$ cat src/rtl/disp_msg_pkg.sv
package disp_msg_pkg;

  typedef enum logic [1:0] {
    CMD_START = 2'd0,
    CMD_OVER  = 2'd1,
    CMD_FRAME = 2'd2,
    CMD_RSVD  = 2'd3
  } cmd_e;

  localparam logic [7:0] SYNC_START = 8'h81;
  localparam logic [7:0] SYNC_OVER  = 8'h80;
  localparam logic [7:0] SYNC_FRAME = 8'h82;

  // width of each half of a counter carried in one data byte
  localparam int unsigned HALF_W = 7;

endpackage

$ cat src/rtl/disp_seq_ctrl.sv
module disp_seq_ctrl
  import disp_msg_pkg::*;
#(
  parameter int unsigned CELLS = 128,
  parameter int unsigned IDX_W = 8
) (
  input  logic             clk,
  input  logic             rst_n,
  input  logic             start_i,
  input  cmd_e             cmd_i,
  input  logic             ready_i,
  output logic             active_o,
  output logic             accept_o,
  output cmd_e             cmd_o,
  output logic [IDX_W-1:0] idx_o,
  output logic             done_o
);

  localparam logic [IDX_W-1:0] LAST_START = '0;
  localparam logic [IDX_W-1:0] LAST_OVER  = IDX_W'(2);
  localparam logic [IDX_W-1:0] LAST_FRAME = IDX_W'(CELLS + 4);

  logic [IDX_W-1:0] last_idx;
  logic             fire;
  logic             at_end;

  always_comb begin
    unique case (cmd_o)
      CMD_START: last_idx = LAST_START;
      CMD_OVER:  last_idx = LAST_OVER;
      default:   last_idx = LAST_FRAME;
    endcase
  end

  assign fire     = active_o && ready_i;
  assign at_end   = idx_o == last_idx;
  assign accept_o = !active_o && start_i && (cmd_i != CMD_RSVD);

  always_ff @(posedge clk or negedge rst_n) begin
    if (!rst_n) begin
      active_o <= 1'b0;
      cmd_o    <= CMD_START;
      idx_o    <= '0;
      done_o   <= 1'b0;
    end else begin
      done_o <= 1'b0;
      if (accept_o) begin
        active_o <= 1'b1;
        cmd_o    <= cmd_i;
        idx_o    <= '0;
      end else if (fire) begin
        if (at_end) begin
          active_o <= 1'b0;
          done_o   <= 1'b1;
        end else begin
          idx_o <= idx_o + 1'b1;
        end
      end
    end
  end


  cmd_hold_chk: assert property (@(posedge clk) disable iff (!rst_n)
    active_o |=> $stable(cmd_o));


  done_single_chk: assert property (@(posedge clk) disable iff (!rst_n)
    done_o |=> !done_o);


  idx_stall_chk: assert property (@(posedge clk) disable iff (!rst_n)
    (active_o && !ready_i) |=> (active_o && $stable(idx_o)));

endmodule

$ cat src/rtl/disp_byte_fmt.sv
module disp_byte_fmt
  import disp_msg_pkg::*;
#(
  parameter int unsigned ROWS  = 16,
  parameter int unsigned COLS  = 8,
  parameter int unsigned VAL_W = 14,
  parameter int unsigned IDX_W = 8
) (
  input  cmd_e                    cmd_i,
  input  logic [IDX_W-1:0]        idx_i,
  input  logic [VAL_W-1:0]        mana_i,
  input  logic [VAL_W-1:0]        score_i,
  input  logic [COLS-1:0]         row_data_i,
  output logic [$clog2(ROWS)-1:0] row_addr_o,
  output logic [7:0]              byte_o
);

  localparam int unsigned CELLS = ROWS * COLS;
  localparam int unsigned ROW_W = $clog2(ROWS);
  localparam int unsigned COL_W = $clog2(COLS);

  localparam logic [IDX_W-1:0] I_CELL_END = IDX_W'(CELLS);
  localparam logic [IDX_W-1:0] I_MANA_HI  = IDX_W'(CELLS + 1);
  localparam logic [IDX_W-1:0] I_MANA_LO  = IDX_W'(CELLS + 2);
  localparam logic [IDX_W-1:0] I_SCORE_HI = IDX_W'(CELLS + 3);

  logic [IDX_W-1:0] cell_k;
  logic [COL_W-1:0] col;
  logic [7:0]       mana_hi, mana_lo, score_hi, score_lo;

  assign cell_k     = idx_i - 1'b1;
  assign row_addr_o = ROW_W'(cell_k / COLS);
  assign col        = COL_W'(cell_k % COLS);

  assign mana_hi  = {1'b0, mana_i[VAL_W-1 -: HALF_W]};
  assign mana_lo  = {1'b0, mana_i[HALF_W-1:0]};
  assign score_hi = {1'b0, score_i[VAL_W-1 -: HALF_W]};
  assign score_lo = {1'b0, score_i[HALF_W-1:0]};

  always_comb begin
    byte_o = 8'h00;
    unique case (cmd_i)
      CMD_START: byte_o = SYNC_START;
      CMD_OVER: begin
        if (idx_i == '0)           byte_o = SYNC_OVER;
        else if (idx_i == IDX_W'(1)) byte_o = score_hi;
        else                       byte_o = score_lo;
      end
      default: begin
        if (idx_i == '0)              byte_o = SYNC_FRAME;
        else if (idx_i <= I_CELL_END) byte_o = {7'b0, row_data_i[col]};
        else if (idx_i == I_MANA_HI)  byte_o = mana_hi;
        else if (idx_i == I_MANA_LO)  byte_o = mana_lo;
        else if (idx_i == I_SCORE_HI) byte_o = score_hi;
        else                          byte_o = score_lo;
      end
    endcase
  end

endmodule

$ cat src/rtl/disp_msg_enc.sv
module disp_msg_enc
  import disp_msg_pkg::*;
#(
  parameter int unsigned ROWS  = 16,
  parameter int unsigned COLS  = 8,
  parameter int unsigned VAL_W = 14
) (
  input  logic                    clk,
  input  logic                    rst_n,
  input  logic                    start_i,
  input  logic [1:0]              cmd_i,
  input  logic [VAL_W-1:0]        mana_i,
  input  logic [VAL_W-1:0]        score_i,
  output logic [$clog2(ROWS)-1:0] grid_addr_o,
  input  logic [COLS-1:0]         grid_data_i,
  output logic                    tx_valid_o,
  input  logic                    tx_ready_i,
  output logic [7:0]              tx_data_o,
  output logic                    done_o
);

  localparam int unsigned CELLS  = ROWS * COLS;
  localparam int unsigned MSG_MX = CELLS + 5;
  localparam int unsigned IDX_W  = $clog2(MSG_MX);
  localparam int unsigned NVAL   = 2;

  logic             active, accept;
  cmd_e             cmd_q;
  logic [IDX_W-1:0] idx;

  logic [VAL_W-1:0] val_in [NVAL];
  logic [VAL_W-1:0] val_q  [NVAL];

  assign val_in[0] = mana_i;
  assign val_in[1] = score_i;

  disp_seq_ctrl #(.CELLS(CELLS), .IDX_W(IDX_W)) u_ctrl (
    .clk      (clk),
    .rst_n    (rst_n),
    .start_i  (start_i),
    .cmd_i    (cmd_e'(cmd_i)),
    .ready_i  (tx_ready_i),
    .active_o (active),
    .accept_o (accept),
    .cmd_o    (cmd_q),
    .idx_o    (idx),
    .done_o   (done_o)
  );

  for (genvar v = 0; v < NVAL; v++) begin : g_latch
    always_ff @(posedge clk or negedge rst_n) begin
      if (!rst_n)      val_q[v] <= '0;
      else if (accept) val_q[v] <= val_in[v];
    end


    val_hold_chk: assert property (@(posedge clk) disable iff (!rst_n)
      active |=> $stable(val_q[v]));
  end

  disp_byte_fmt #(.ROWS(ROWS), .COLS(COLS), .VAL_W(VAL_W), .IDX_W(IDX_W)) u_fmt (
    .cmd_i      (cmd_q),
    .idx_i      (idx),
    .mana_i     (val_q[0]),
    .score_i    (val_q[1]),
    .row_data_i (grid_data_i),
    .row_addr_o (grid_addr_o),
    .byte_o     (tx_data_o)
  );

  assign tx_valid_o = active;


  tx_hold_chk: assert property (@(posedge clk) disable iff (!rst_n)
    (tx_valid_o && !tx_ready_i) |=> (tx_valid_o && $stable(tx_data_o)));


  no_bad_sync_chk: assert property (@(posedge clk) disable iff (!rst_n)
    tx_valid_o |-> !(tx_data_o[7] && (tx_data_o[1:0] == 2'b11)));


  rsvd_ignore_chk: assert property (@(posedge clk) disable iff (!rst_n)
    (!tx_valid_o && start_i && cmd_i == 2'd3) |=> !tx_valid_o);


  done_after_last_chk: assert property (@(posedge clk) disable iff (!rst_n)
    done_o |-> $past(tx_valid_o && tx_ready_i));

endmodule

$ cat config.mk
export PLATFORM = sky130hd
export DESIGN_NAME = disp_msg_enc
export DESIGN_NICKNAME = d
export VERILOG_FILES = /design/src/rtl/disp_msg_pkg.sv /design/src/rtl/disp_seq_ctrl.sv /design/src/rtl/disp_byte_fmt.sv /design/src/rtl/disp_msg_enc.sv
export SDC_FILE = /design/constraint.sdc
export NUM_CORES = 1
export LEC_CHECK = 0
export ABC_AREA = 1
export CORE_ASPECT_RATIO = 0.9
export CORE_MARGIN = 5
export CORE_UTILIZATION = 71
export CTS_BUF_LIST = sky130_fd_sc_hd__clkbuf_4
export CTS_CLUSTER_SIZE = 10
export DETAILED_ROUTE_END_ITERATION = 8
export DONT_BUFFER_PORTS = 1
export PLACE_DENSITY = 0.89
export SLEW_MARGIN = 20
export SYNTH_ARGS = -nofsm -noshare
export SYNTH_HDL_FRONTEND = slang
export SYNTH_HIERARCHICAL = 1
export SYNTH_SLANG_ARGS = --single-unit
$ cat constraint.sdc
create_clock -name clk -period 3.5 [get_ports clk]
set_input_delay 0.525 -clock clk [delete_from_list [all_inputs] [get_ports clk]]
set_output_delay 0.525 -clock clk [all_outputs]
set_load 0.01 [all_outputs]
* Yosys cells after proc, flatten, opt, wreduce, memory -nomap -nowiden
Index checks and enable logic that the tools add are counted.
** Storage, ports and cells
- Logic and storage cells :: 48
- Input bits :: 42
- Output and inout bits :: 14
- Register bits after elaboration :: 40
** Operators by class
- Mux-type cells :: 20
- Magnitude comparators :: 2
- Equality and inequality tests :: 8
- Reductions and logical operators :: 10
- Add/sub/neg operators :: 2
** Operator list (count)
- 8-bit two-way mux :: 8
- 8-bit case mux with 2 select lines :: 2
- 8-bit equality test (second input constant) :: 3
- 7-bit two-way mux :: 2
- 8-bit by 1-bit adder with 8-bit output (second input constant) :: 1
- 8-bit by 1-bit equality test with 1-bit output (second input constant) :: 1
- 8-bit equality test :: 1
- 8-bit <= comparator (second input constant) :: 1
- 8-bit zero test :: 1
- 1-bit two-way mux :: 7
- 7-bit by 1-bit subtractor with 7-bit output (second input constant) :: 1
- 3-bit by 4-bit < comparator with 1-bit output (second input constant) :: 1
- 2-bit inequality test (second input constant) :: 2
- 2-bit AND reduction :: 2
- 2-bit nonzero test :: 2
- 1-bit binary-select mux with 3-bit select :: 1
- 1-bit logical AND :: 3
- 2-bit by 1-bit equality test with 1-bit output (second input constant) :: 1
- 2-bit zero test :: 1
- 1-bit zero test :: 1

* Logic depth before layout (Yosys ltp)
Gate-level depths: netlist (run 1).
- Word-level depth :: 7
- Depth in mapped cells :: 12
- Mapped depth without buffers :: 12

* Cells and area by module
The synthesis (run 1) kept the hierarchy.
** By module, submodules not included
- disp_msg_enc :: cells each 118, sequential area each 700.7 µm², times used 1, area each 1076.0 µm²
- disp_byte_fmt :: cells each 164, sequential area each 0.0 µm², times used 1, area each 887.1 µm²
- disp_seq_ctrl :: cells each 109, sequential area each 300.3 µm², times used 1, area each 753.2 µm²

* Least setup slack after synthesis (run 1)
No wires, ideal clock.
- Kind :: reg-to-output
- Start point :: register u_ctrl.idx_o[0]
- End point :: output port tx_data_o[0]
- Buffers on the path :: 0
- Stages on the path, launching flop included :: 11
- Data arrival time :: 1.538 ns
- Setup slack :: 1.437 ns
- Cell sequence :: dfrtp_1 inv_1 ha_1 inv_1 nor2_1 o21ai_0 nand3b_1 nand3_1 nand2_1 nand2_1 nand2_1
** Between the ends
- Cells in the longest elaborated chain, start to end :: 7
- Elaborated cells between the ends (all ways) :: 17
- Classes of those cells :: add/sub (1); order compare (1); eq/ne (4); mux (10); reduce/logical (1)
** Ends and longest elaborated chain
- start, declared :: RTL line disp_seq_ctrl.sv:15 : output logic [IDX_W-1:0] idx_o,
- start signal, assigned :: RTL line disp_seq_ctrl.sv:56 : idx_o <= idx_o + 1'b1;
- branches (longest 6 deep; another with 7-bit by 1-bit subtractor with 7-bit output)
- 8-bit case mux with 2 select lines * :: RTL line disp_byte_fmt.sv:42 : unique case (cmd_i)
- end, declared :: RTL line disp_msg_enc.sv:18 : output logic [7:0] tx_data_o,
Every way passes the cells marked *. The select of a mux whose other input is x is not followed.

* Worst setup path after layout (run 1)
Ends and elaborated chain as after synthesis.

==> results of run 1 <==
placed cells by master (no fill, tap or decap), types with 5 or more instances in the layout:
cell type	count
clkbuf_4	5
nor2_1	38
nand2_1	184
o21ai_0	12
ha_1	6
dfrtp_1	40
o211ai_2	5
nand3_1	29
xor2_1	6
inv_1	23
inv_2	9
layout make-up:
cell class	instances	area, µm²	share of cell area
clock inverters	3	46.3	0.0167
inverters	33	124	0.0446
well taps	46	57.6	0.0207
clock buffers	5	37.5	0.0135
flip-flops and latches	40	1000	0.360
multi-input cells	307	1480	0.531
repair buffers	3	37.5	0.0135
per-layer routing:
| layer | wire (µm) | GRT usage |
|---|---|---|
| met3 | 568 | 0.0565 |
| met5 | 0 | 0 |
| met1 | 2720 | 0.344 |
| met2 | 2560 | 0.375 |
| met4 | 46 | 0.0546 |
power by group:
part | internal [mW] | switching (mW) | total, mW
combinational | 0.149 | 0.289 | 0.438
sequential | 0.485 | 0.0761 | 0.561
clock | 0.153 | 0.171 | 0.323
registers in the layout, indices dropped and copies added (netlist names):
register         flops
u_ctrl/active_o      1
u_ctrl/cmd_o         2
val_q               28
u_ctrl/idx_o         8
u_ctrl/done_o        1
path summary, 6_finish.rpt:
kind / startpoint / end / slack (ns) / depth (start not counted)
min in group asynchronous: rst_n / u_ctrl/idx_o[3] / 0.60 / 2
worst max-delay path: u_ctrl/idx_o[0] / tx_data_o[0] / 0.70 / 8
worst min-delay path: score_i[0] / val_q[0] / 0.26 / 2
worst min register to register: val_q[6] / val_q[6] / 0.49 / 2
worst max register to register: u_ctrl/active_o / u_ctrl/idx_o[2] / 1.75 / 8
max in group asynchronous: rst_n / val_q[24] / 2.69 / 2
critical path: cells and delay by family (launching register included):
kind            cells  cell delay [ns]
flops               1             0.61
buf+inv             1             0.24
simple gates        4             0.34
fa+ha+maj           1             0.38
compound gates      2             0.34
logic make-up (layout without fill, tap and decap cells):
kind of cell | count (synthesis) | count (layout) | synth area share
simple gates | 270 | 270 | 0.428
buf+inv | 44 | 44 | 0.0884
compound gates | 23 | 23 | 0.0613
fa+ha+maj | 6 | 6 | 0.0276
flops | 40 | 40 | 0.368
xor+xnor | 8 | 8 | 0.0258
what timing repair did:
| action | CTS | global route |
|---|---|---|
| hold buffers | 2 | 0 |
| buffers inserted | 0 | 0 |
| hold endpoints to repair | 40 | 0 |
| gates resized for setup | 0 | 0 |
==> flow_summary_export.csv, run 1 <==
group,metric,value,unit
run_status,status,"completed",
clock_tree,cts_made_buffers,5,
finish,n_fill_cell,288,
floorplan,die_height,68.7,µm
run,maxCapViolCount,0,
clock_tree,htree_num_levels,2,
sta,period_share,0.801,
clock_tree,cts_root_buf,"clkbuf_4",
placed_design,gp_congestion,0.921,
synthesis,ys_top_cells_by_area,"dfrtp_1 37%, nand2_1 25%, nand3_1 5.3%, nor2_1 5.3%, buf_6 3.3%",
global_routing,grt_pass1_wl,9520,µm
sta,hold_slack,0.264,ns
synthesis,ys_warn_count,6,
critical_path,crit_chain,"inv_1 > ha_1 > o21ai_0 > o211ai_1 > nand3_1 > nand2_1 > nand2_1 > nand2_1",
sta,finClkSkew,0.0131,ns
finish,final_layout_size_suffix_gt1_frac,0.107,
synthesis,netlist_instances,391,
critical_path,start_kind,"flop",
pwr,p_leak,1.55,nW
pwr,irDropWorstVdd,0.257,mV
sta,setup_tns,0,ns
synthesis,synthArstFlopShare,1.00,
clock_tree,clk_path_buf_depth,2,
synthesis,netlist_area,2720,µm²
detailed_routing,drt_pass1_iterations,4,
floorplan,num_rows,21,
clock_tree,clkTransAtPathRegs,0.14,ns
global_routing,antenna_found_initial,0,
synthesis,synth.top_cell.area_share,0.368,
global_routing,grt_pass1_vias,2067,
floorplan,core_area,3700,µm²
pwr,power.total,1.32,mW
critical_path,crit_fanout,13,
global_routing,grt_max_degree,41,
floorplan,die_area,5160,µm²
detailed_routing,drt-wirelength-per-cell,13.5,µm
placed_design,port_buffers,0,
clock_tree,clock_latency,0.36,ns
critical_path,worst-endpoint-arrival,2.28,ns
finish,syn2layout_area_growth,2.30,%
synthesis,yosysSeqAreaShare,0.368,
floorplan,die_width,75.2,µm
floorplan,num_io_pins,56,
clock_tree,cts_tree,"done",
detailed_routing,routed_wl,5890,µm
critical_path,crit_type,"flop to output port",
critical_path,critPathCaptureType,"output port",
critical_path,cpMostUsedCell,"nand2_1",
detailed_routing,via_per_inst,5.50,
synthesis,ys.flop_type,"dfrtp_1",
pwr,powerDensity,476,nW/µm²
sta,setup_viol,0,
synthesis,syn_nets,439,
sta,worstMarginPinSlew,0.489,ns
global_routing,grt.total_usage,0.241,
synthesis,synth-edff-count,0,
synthesis,synth_top_area_cell,"dfrtp_1",
floorplan,start_util,0.733,
detailed_routing,drtIter0Drc,231,
sta,maxSlewHeadroom,0.674,
sta,layout_min_cycle_time,2.80,ns
placed_design,place_ws,1.16,ns
critical_path,cp_slowest_stage_delay,0.61,ns
detailed_routing,drc,0,
finish,utilization,0.750,
finish,diodes,0,
sta,max_freq,0.357,GHz
placed_design,dp_hpwl,4300,µm
placed_design,dp_cells,427,
detailed_routing,dr_total_vias,2404,
global_routing,grt-ovfl-total,0,
finish,instances_no_fill,437,
sta,rsz0062_at_grt,"no",
sta,worst_slack,0.696,ns
sta,final-hold-violation-count,0,
finish,num-nets-final,438,
sta,slew_violations,0,
synthesis,avgSynthCellArea,6.95,µm²
synthesis,synth_seq_cells,40,
critical_path,required,2.97,ns
placed_design,dpl-instance-area,2670,µm²
clock_tree,cts_num_sinks,40,
synthesis,yosysMostFrequentCell,"nand2_1",
synthesis,yosysUniqueCellTypes,31,
finish,final_area,2780,µm²
detailed_routing,ant_nets,0,
critical_path,crit_slowest_cell,"dfrtp_1",
synthesis,synth_common_cells,"184 x nand2_1, 40 x dfrtp_1, 38 x nor2_1",
min_path,hp-class,"primary input to flop",
Power figures use the tool's default switching activity.
==> run 2: changes to the inputs <==
- CORE_UTILIZATION: 71 -> 66
- PLACE_DENSITY: 0.89 -> 0.84
- clock period: 3.5 -> 2.7 ns (I/O delays scaled with it)
==> run 2 against run 1 <==
Core utilization is 5.7 points lower. Wire length shrank 2.3%. Critical path depth up 3. Sequential share of layout area fell by 0.052 points. Clock-buffer cell count did not move. Final cell count rose by 0.69%. Clock power rose by 22%. Sequential power up 30%. Clock skew about the same. Flip-flop and latch count stayed put. Hold slack worse by 0.11 ns. Register-to-register slack lost 0.78 ns. Largest power group unchanged. Highest routed layer unchanged.
==> flow_summary_export.csv, run 2 (synthesized netlist as in run 1, its figures left out) <==
group,metric,value,unit
run_status,status,"completed",
run,maxCapViolCount,0,
finish,diodes,0,
clock_tree,clkTransAtPathRegs,0.13,ns
critical_path,rr_startpoint,"u_ctrl/active_o",
floorplan,die_height,70.9,µm
sta,slew_violations,0,
min_path,hp-class,"primary input to flop",
pwr,irDropWorstVdd,0.404,mV
finish,largest_register_ff_count,28,
sta,final-hold-violation-count,0,
critical_path,crit_type,"flop to output port",
detailed_routing,drc,0,
detailed_routing,drt-wirelength-per-cell,13.1,µm
critical_path,cpMostUsedCell,"nand2_1",
finish,n_fill_cell,363,
placed_design,dp_hpwl,4340,µm
finish,syn2layout_area_growth,2.58,%
sta,maxSlewHeadroom,0.675,
detailed_routing,routed_wl,5760,µm
critical_path,r2r_cells,7,
critical_path,crit_buf_inv,2,
global_routing,grt-ovfl-total,0,
critical_path,reg2reg_to,"val_q[7]",
sta,max_freq,0.396,GHz
detailed_routing,ant_nets,0,
min_path,worstHoldPathCells,2,
finish,biggestRegsByFlops,"val_q: 28 flops, u_ctrl/idx_o: 8 flops, u_ctrl/cmd_o: 2 flops",
sta,setup_tns,0,ns
clock_tree,clk_path_buf_depth,2,
placed_design,port_buffers,0,
clock_tree,clock_latency,0.35,ns
sta,setup_viol,0,
finish,final_layout_size_suffix_gt1_frac,0.110,
clock_tree,cts_made_buffers,5,
finish,num-nets-final,439,
pwr,p_leak,1.56,nW
sta,worstMarginPinSlew,0.487,ns
placed_design,gp_congestion,0.877,
global_routing,grt_pass1_wl,9540,µm
floorplan,start_util,0.676,
critical_path,worst-endpoint-arrival,2.12,ns
critical_path,cp_slowest_stage_delay,0.51,ns
clock_tree,cts_num_sinks,40,
pwr,power.total,1.69,mW
critical_path,crit_fanout,13,
min_path,min_from,"cmd_i[0]",
critical_path,crit_slowest_cell,"dfrtp_2",
sta,finClkSkew,0.0129,ns
detailed_routing,via_per_inst,5.39,
critical_path,crit_chain,"inv_1 > ha_1 > inv_1 > nor2_2 > nand2_4 > nand3_1 > nand2_1 > nand2_1 > nand2_1 > nand2_1 > nand2_1",
detailed_routing,dr_total_vias,2373,
floorplan,core_area,4020,µm²
clock_tree,cts_root_buf,"clkbuf_4",
finish,largest_register,"val_q",
pwr,powerDensity,608,nW/µm²
global_routing,grt_pass1_vias,2049,
critical_path,required,2.30,ns
clock_tree,cts_tree,"done",
detailed_routing,drt_pass1_iterations,4,
floorplan,die_area,5500,µm²
critical_path,r2r_slack,0.97,ns
floorplan,num_rows,22,
floorplan,die_width,77.6,µm
min_path,min_to,"u_ctrl/cmd_o[0]",
clock_tree,postCtsSetupBuffers,0,
detailed_routing,drtIter0Drc,182,
global_routing,antenna_found_initial,0,
finish,mostFrequentLayoutCells,"184 x nand2_1, 39 x dfrtp_1, 38 x nor2_1, 29 x nand3_1, 23 x inv_1",
floorplan,num_io_pins,56,
critical_path,start_kind,"flop",
clock_tree,htree_num_levels,2,
global_routing,grt_max_degree,41,
finish,final_common_cell,"nand2_1",
global_routing,grt.total_usage,0.213,
critical_path,crit_family,"simple AND/OR/NAND/NOR gates",
sta,layout_min_cycle_time,2.52,ns
critical_path,critPathCaptureType,"output port",
sta,rsz0062_at_grt,"no",
sta,period_share,0.935,
==> run 2: timing repair <==
action / 4_1_cts / 5_1_grt
setup endpoints to repair: 0 / 7
hold buffers: 2 / 0
endpoints found under the hold margin: 40 / 0
gates resized for setup: 0 / 1
==> run 2: worst max path at each step <==
stage / startpoint / endpoint / slack, ns / cells past startpoint
floorplan: u_ctrl/idx_o[0] / tx_data_o[0] / 0.76 / 10
global placement: u_ctrl/idx_o[0] / tx_data_o[0] / 0.53 / 10
detailed placement: u_ctrl/idx_o[0] / tx_data_o[0] / 0.46 / 10
CTS: u_ctrl/idx_o[0] / tx_data_o[0] / 0.06 / 10
global route: u_ctrl/idx_o[0] / tx_data_o[4] / 0.02 / 10
finish: u_ctrl/idx_o[0] / tx_data_o[1] / 0.18 / 11
==> run 2: final cells by class <==
| type | count | area (µm²) | area share |
|---|---|---|---|
| well taps | 48 | 60.1 | 0.0216 |
| multi-input cells | 307 | 1480 | 0.529 |
| clock inverters | 3 | 42.5 | 0.0153 |
| flip-flops and latches | 40 | 1000 | 0.360 |
| inverters | 33 | 124 | 0.0445 |
| clock buffers | 5 | 37.5 | 0.0135 |
| repair buffers | 4 | 45.0 | 0.0162 |
==> run 2: report_power, final <==
part           total [mW]  switching, mW  internal, mW
combinational       0.571          0.377         0.194
sequential          0.729         0.0999         0.630
clock               0.393          0.199         0.194
==> run 2: per-layer routing <==
layer  vias to the layer above  track usage  routed length (µm)
met4                         0       0.0706                  92
met5                         -            0                   0
met1                      1075        0.312                2720
li1                       1208            -                   -
met2                        82        0.300                2450
met3                         8       0.0636                 497
==> run 2: worst reg2reg max path, stage by stage, from the launching register on <==
cell	delay [ns]
dfrtp_1	0.46
inv_2	0.08
nand2_1	0.06
nor2_2	0.34
buf_4	0.28
inv_2	0.21
nand2_1	0.13
nand2_1	0.05
==> run 2: metrics by stage <==
stage	instances	cell area (µm²)	setup WS [ns]	hold slack (ns)	util
after global placement	430	2680	0.529	0.111	0.666
final	440	2790	0.177	0.157	0.693
after floorplan	391	2720	0.757	0.109	-
after CTS	440	2790	0.0566	0.143	0.693
after global routing	440	2790	0.0180	0.136	0.693
after detailed placement	430	2680	0.458	0.110	0.666
